$ cat config.mk
export PLATFORM = sky130hd
export DESIGN_NAME = rx_sig_serializer
export DESIGN_NICKNAME = d
export VERILOG_FILES = /design/src/rtl/rxsig_pkg.sv /design/src/rtl/rxsig_fetch.sv /design/src/rtl/rxsig_select.sv /design/src/rtl/rx_sig_serializer.sv
export SDC_FILE = /design/constraint.sdc
export NUM_CORES = 1
export LEC_CHECK = 0
export BUFFER_PORTS_ARGS = -buffer_cell sky130_fd_sc_hd__buf_2
export CORE_ASPECT_RATIO = 1.1
export CORE_MARGIN = 2
export CORE_UTILIZATION = 35
export DETAILED_ROUTE_END_ITERATION = 12
export PLACE_DENSITY_LB_ADDON = 0.3
export REMOVE_ABC_BUFFERS = 1
export SYNTH_ARGS = -nofsm -noshare
export SYNTH_HDL_FRONTEND = slang
export SYNTH_SLANG_ARGS = --single-unit
$ cat constraint.sdc
create_clock -name clk -period 1.6 [get_ports clk]
set_input_delay 0.08 -clock clk [delete_from_list [all_inputs] [get_ports clk]]
set_output_delay 0.08 -clock clk [all_outputs]
set_load 0.01 [all_outputs]
$ cat src/rtl/rxsig_pkg.sv
package rxsig_pkg;

  typedef enum logic [1:0] {
    CODE_2  = 2'd0,
    CODE_4  = 2'd1,
    CODE_16 = 2'd2,
    CODE_16B = 2'd3
  } code_e;

  localparam int NIB_W = 4;

  // Number of signaling bits carried per slot for a code width.
  function automatic int unsigned sig_bits(input code_e c);
    case (c)
      CODE_2:  return 1;
      CODE_4:  return 2;
      default: return 4;
    endcase
  endfunction

  // Per-slot placement: signaling starts at position 4, A first.
  function automatic logic slot_bit(input code_e c, input logic [3:0] nib,
                                    input logic [2:0] pos);
    int unsigned off;
    if (!pos[2]) return 1'b0;
    off = int'(pos[1:0]);
    if (off >= sig_bits(c)) return 1'b0;
    return nib[3 - off];
  endfunction

  // Packed slot 16: first nibble on positions 0..3, second on 4..7.
  function automatic logic pack_bit(input logic [3:0] first, input logic [3:0] second,
                                    input logic [2:0] pos);
    logic [7:0] octet;
    octet = {first, second};
    return octet[3'd7 - pos];
  endfunction

endpackage

$ cat src/rtl/rxsig_fetch.sv
module rxsig_fetch #(
  parameter int NSLOT    = 32,
  parameter int SLOT_W   = 5,
  parameter int FRAME_W  = 4
) (
  input  logic                 clk,
  input  logic                 rst_n,
  input  logic                 slot_start,
  input  logic                 packed_mode,
  input  logic [SLOT_W-1:0]    slot,
  input  logic [FRAME_W-1:0]   mf_frame,
  input  logic [NSLOT*4-1:0]   sig_nib,
  input  logic [3:0]           mf_spare,
  output logic [3:0]           live_a,
  output logic [3:0]           live_b,
  output logic [3:0]           snap_a,
  output logic [3:0]           snap_b
);
  localparam int HALF = NSLOT / 2;

  logic [SLOT_W-1:0] idx_a;
  logic [SLOT_W-1:0] idx_b;
  logic              frame_zero;

  always_comb begin
    frame_zero = (mf_frame == '0);
    idx_a = packed_mode ? SLOT_W'(mf_frame) : slot;
    idx_b = SLOT_W'(mf_frame) + SLOT_W'(HALF);
  end

  always_comb begin
    live_a = sig_nib[idx_a*4 +: 4];
    live_b = sig_nib[idx_b*4 +: 4];
    if (packed_mode && frame_zero) begin
      live_a = 4'b0000;
      live_b = mf_spare;
    end
  end

  always_ff @(posedge clk) begin
    if (!rst_n) begin
      snap_a <= '0;
      snap_b <= '0;
    end else if (slot_start) begin
      snap_a <= live_a;
      snap_b <= live_b;
    end
  end

  // the frozen nibbles only move at the start of a slot
  assert_snap_hold_R9: assert property (@(posedge clk) disable iff (!rst_n)
    !slot_start |=> ($stable(snap_a) && $stable(snap_b)));

endmodule

$ cat src/rtl/rxsig_select.sv
module rxsig_select
  import rxsig_pkg::*;
#(
  parameter int SLOT_W  = 5,
  parameter int PACK_TS = 16
) (
  input  logic              if_en,
  input  logic              e1_mode,
  input  logic              packed_mode,
  input  code_e             code,
  input  logic [SLOT_W-1:0] slot,
  input  logic [2:0]        bit_pos,
  input  logic [3:0]        nib_a,
  input  logic [3:0]        nib_b,
  output logic              slot_live,
  output logic              next_bit
);
  logic is_pack_slot;
  logic is_e1_idle;

  always_comb begin
    is_pack_slot = (slot == SLOT_W'(PACK_TS));
    is_e1_idle   = e1_mode && ((slot == '0) || is_pack_slot);
    if (packed_mode) slot_live = is_pack_slot;
    else             slot_live = !is_e1_idle;
  end

  always_comb begin
    next_bit = 1'b0;
    if (if_en && slot_live) begin
      if (packed_mode) next_bit = pack_bit(nib_a, nib_b, bit_pos);
      else             next_bit = slot_bit(code, nib_a, bit_pos);
    end
  end

endmodule

$ cat src/rtl/rx_sig_serializer.sv
module rx_sig_serializer
  import rxsig_pkg::*;
#(
  parameter int NSLOT   = 32,
  parameter int SLOT_W  = $clog2(NSLOT),
  parameter int FRAME_W = 4,
  parameter int PACK_TS = NSLOT / 2
) (
  input  logic                 clk,
  input  logic                 rst_n,
  input  logic                 if_en,
  input  logic                 e1_mode,
  input  logic                 ts16_pack,
  input  logic [1:0]           code_sel,
  input  logic [SLOT_W-1:0]    slot,
  input  logic [2:0]           bit_pos,
  input  logic [FRAME_W-1:0]   mf_frame,
  input  logic [NSLOT*4-1:0]   sig_nib,
  input  logic [3:0]           mf_spare,
  output logic                 sig_out
);
  logic       slot_start;
  logic       packed_mode;
  code_e      code;
  logic [3:0] live_a, live_b, snap_a, snap_b;
  logic [3:0] use_a, use_b;
  logic       slot_live;
  logic       next_bit;

  assign slot_start  = (bit_pos == 3'd0);
  assign packed_mode = e1_mode && ts16_pack;
  assign code        = code_e'(code_sel);
  // At the first bit the snapshot is being loaded, so the live value is used.
  assign use_a = slot_start ? live_a : snap_a;
  assign use_b = slot_start ? live_b : snap_b;

  rxsig_fetch #(.NSLOT(NSLOT), .SLOT_W(SLOT_W), .FRAME_W(FRAME_W)) u_fetch (
    .clk(clk), .rst_n(rst_n), .slot_start(slot_start), .packed_mode(packed_mode),
    .slot(slot), .mf_frame(mf_frame), .sig_nib(sig_nib), .mf_spare(mf_spare),
    .live_a(live_a), .live_b(live_b), .snap_a(snap_a), .snap_b(snap_b)
  );

  rxsig_select #(.SLOT_W(SLOT_W), .PACK_TS(PACK_TS)) u_select (
    .if_en(if_en), .e1_mode(e1_mode), .packed_mode(packed_mode), .code(code),
    .slot(slot), .bit_pos(bit_pos), .nib_a(use_a), .nib_b(use_b),
    .slot_live(slot_live), .next_bit(next_bit)
  );

  always_ff @(posedge clk) begin
    if (!rst_n) sig_out <= 1'b0;
    else        sig_out <= next_bit;
  end

  // disabled interface keeps the pin low
  assert_quiet_when_off_R1: assert property (@(posedge clk) disable iff (!rst_n)
    !if_en |=> !sig_out);

  // low half of a slot never carries per-slot signaling
  assert_low_half_zero_R5: assert property (@(posedge clk) disable iff (!rst_n)
    (!packed_mode && !bit_pos[2]) |=> !sig_out);

  // 2-code only drives position 4
  assert_two_code_R4: assert property (@(posedge clk) disable iff (!rst_n)
    (!packed_mode && code_sel == 2'd0 && bit_pos != 3'd4) |=> !sig_out);

  // 4-code leaves positions 6 and 7 low
  assert_four_code_R3: assert property (@(posedge clk) disable iff (!rst_n)
    (!packed_mode && code_sel == 2'd1 && bit_pos[2:1] == 2'b11) |=> !sig_out);

  // E1 slots 0 and 16 are empty in per-slot placement
  assert_e1_idle_slots_R6: assert property (@(posedge clk) disable iff (!rst_n)
    (e1_mode && !ts16_pack && (slot == '0 || slot == SLOT_W'(PACK_TS))) |=> !sig_out);

  // packed mode is silent outside slot 16
  assert_pack_only_ts16_R7: assert property (@(posedge clk) disable iff (!rst_n)
    (packed_mode && slot != SLOT_W'(PACK_TS)) |=> !sig_out);

  // frame 0 opens with four zero bits
  assert_align_zero_R8: assert property (@(posedge clk) disable iff (!rst_n)
    (packed_mode && mf_frame == '0 && !bit_pos[2]) |=> !sig_out);

endmodule

==> results.cfg <==
[power]
p_leak_uw = 0.00179
power_density_mw_per_mm2 = 421
ir_drop_mv = 0.277
total_power_uw = 1570

[hold_path]
hold_class = input port to register

[setup_path]
required_ns = 1.72
crit_path_start_kind = input port
cp_slowest_cell = mux4_1
max_stage_delay_ns = 0.54
cp_top_family = compound AO/OA/AOI/OAI gates
path_max_fanout = 7
path_cells = buf_2 > a21bo_4 > and2_4 > mux4_1 > nand2_1 > o221ai_2 > o41ai_2 > nor3_1
path_buf_inv = 1
cp_data_arrival_time_ns = 1.74
worstSetupPathType = input port to register
r2r_setup_slack_ns = 0.03
end_kind = register

[grt]
met2_usage = 0.461
grt_max_degree = 24
antenna_found_initial = 0
grt_use_total = 0.253
grt.busiest_layer = met2
grt_pass1_wl_mm = 15.7
grt_pass1_vias = 3401
overflow = 0
grtUsageMet1 = 0.300
use_met3 = 0.0402

[floorplanning]
ios = 152
start_util = 0.364
die_h_um = 90.8
die_area_mm2 = 0.00753
die_w_um = 82.9
core_mm2 = 0.00659
core.rowCount = 31

[synthesis]
ys_types = 55
synth_ff_type = dfxtp_1
synthesis.area_mm2 = 0.00240
netlist_top_cells_area = mux4_2 (18%), mux2i_1 (13%), nand2_1 (10%)
synth_edf_count = 0
yosys.area.top_type = mux4_2
synth.avg_cell_area_um2 = 7.66
ys_seq_elements = 9
async_reset_ff_frac = 0
ys_top_cells_by_count = nand2_1 (65), mux2i_1 (30), nand3_1 (20)
yosysMostFrequentCell = nand2_1
yosysSeqAreaShare = 0.0751
yosysTopAreaCellShare = 0.178
syn-instance-count = 313
yosys_warnings = 0

[timing]
fin_skew_ns = 0.00547
setup_viol = 2
setup_ws_ns = -0.0230
fin_crit_ns = 1.62
final.period_utilization = 1.01
hold-worst-slack_ns = 0.123
hold_viol_final = 0
worstMarginPinSlew_ns = 0.476
slew_headroom = 0.680
max_freq_ghz = 0.616
slew_viol_final = 0
rsz0062_at_grt = true

[routing]
antenna_left = 0
wl_mm = 10.1
vias = 3309
routedWlPerCell_um = 17.2
vias_per_cell = 5.63
drc = 0
drt_iter0_markers = 190
first_pass_iters = 4

[layout]
antenna_cells = 0
finalNetCount = 660
fin_util = 0.565
stdcell_count = 588
finish.instance_area_mm2 = 0.00372
regArea_um2 = 180
multi_input_area_mm2 = 0.00214
area_delta_synth_final_pct = 55.2
fillerInstances = 668
drive_above_1_share = 0.506

[clocking]
clock_latency_ns = 0.23
cts_buffer_depth = 2
clkTransAtPathRegs_ns = 0.05
cts_tree = yes
cts-htree-levels = 1
cts_hold_buf = 0
cts-root-buf = clkbuf_8
numCtsBuffers = 3
clock_sinks = 9

[placement]
portBuffers = 151
place_area_mm2 = 0.00360
gp_congestion = 0.919
hpwl_mm = 8.52
dpl.cell_count = 583

[outcome]
violations = setup timing
status = complete, but fails checks

[job]
cap_viol_max_count = 0
layout by cell type, fill, tap and decap left out, types with 5 or more instances in the layout:
cell type	count
nor2_1	9
a31oi_1	9
o21ai_0	5
a22oi_1	5
dfxtp_1	9
nand3_1	20
buf_2	148
a21oi_1	17
buf_4	60
a21boi_0	7
mux2i_1	30
mux4_2	19
nor3_1	8
o211ai_1	7
mux2_2	6
nand2_1	64
worst paths after layout:
kind,startpoint,to,cells after the start
hold / removal,if_en,sig_out,3
setup reg to reg,u_fetch.snap_a[3],sig_out,6
setup / recovery,slot[0],sig_out,8
hold reg to reg,u_fetch.snap_b[3],u_fetch.snap_b[3],2
layer usage:
layer | part of all wire | vias to the layer above
li1 | - | 1614
met1 | 0.40 | 1530
met2 | 0.51 | 143
met3 | 0.066 | 22
met4 | 0.028 | 0
met5 | 0 | -
registers in the layout, summed over array words and instances (netlist names):
register / count
sig_out: 1
u_fetch.snap_b: 4
u_fetch.snap_a: 4
stage by stage:
step / setup TNS (ns) / worst slack, ns
floorplan: -2.27 / -0.506
global placement: -2.03 / -0.272
detailed placement: -2.20 / -0.317
CTS: -0.00356 / -0.00210
global route: -0.542 / -0.112
finish: -0.0271 / -0.0230
worst register-to-register path, delay by kind of cell (launching register included):
family           cells  cell delay [ns]
multiplexers         1             0.45
AND/OR/NAND/NOR      2             0.23
AO/OA/AOI/OAI        3             0.48
flip-flops           1             0.30
layout make-up:
type,instances,area share
tap,82,0.0276
clock buffer,4,0.0121
sequential,9,0.0484
multi-input combinational,278,0.574
timing repair buffer,213,0.336
inverter,2,0.00202
logic make-up (layout without fill, tap and decap cells):
logic type	after synthesis	after routing	synth area share
AOI/OAI and AO/OA	89	89	0.264
adders and majority gates	2	2	0.0104
and+or+nand+nor	131	131	0.251
muxes	56	56	0.343
DFF	9	9	0.0751
buffers and inverters	26	219	0.0563
report_power, final:
part	internal, uW	leakage, uW	total, uW	switching (uW)
sequential	234	0.0000730	239	5.46
clock	174	0.0000228	272	97.7
combinational	552	0.00170	1060	505
timing repair:
action,CTS,global route
pin swaps,3,0
cloned,0,0
gates resized for setup,11,5
setup endpoints to repair,5,9
setup buffers,1,0
Power figures use the tool's default switching activity.
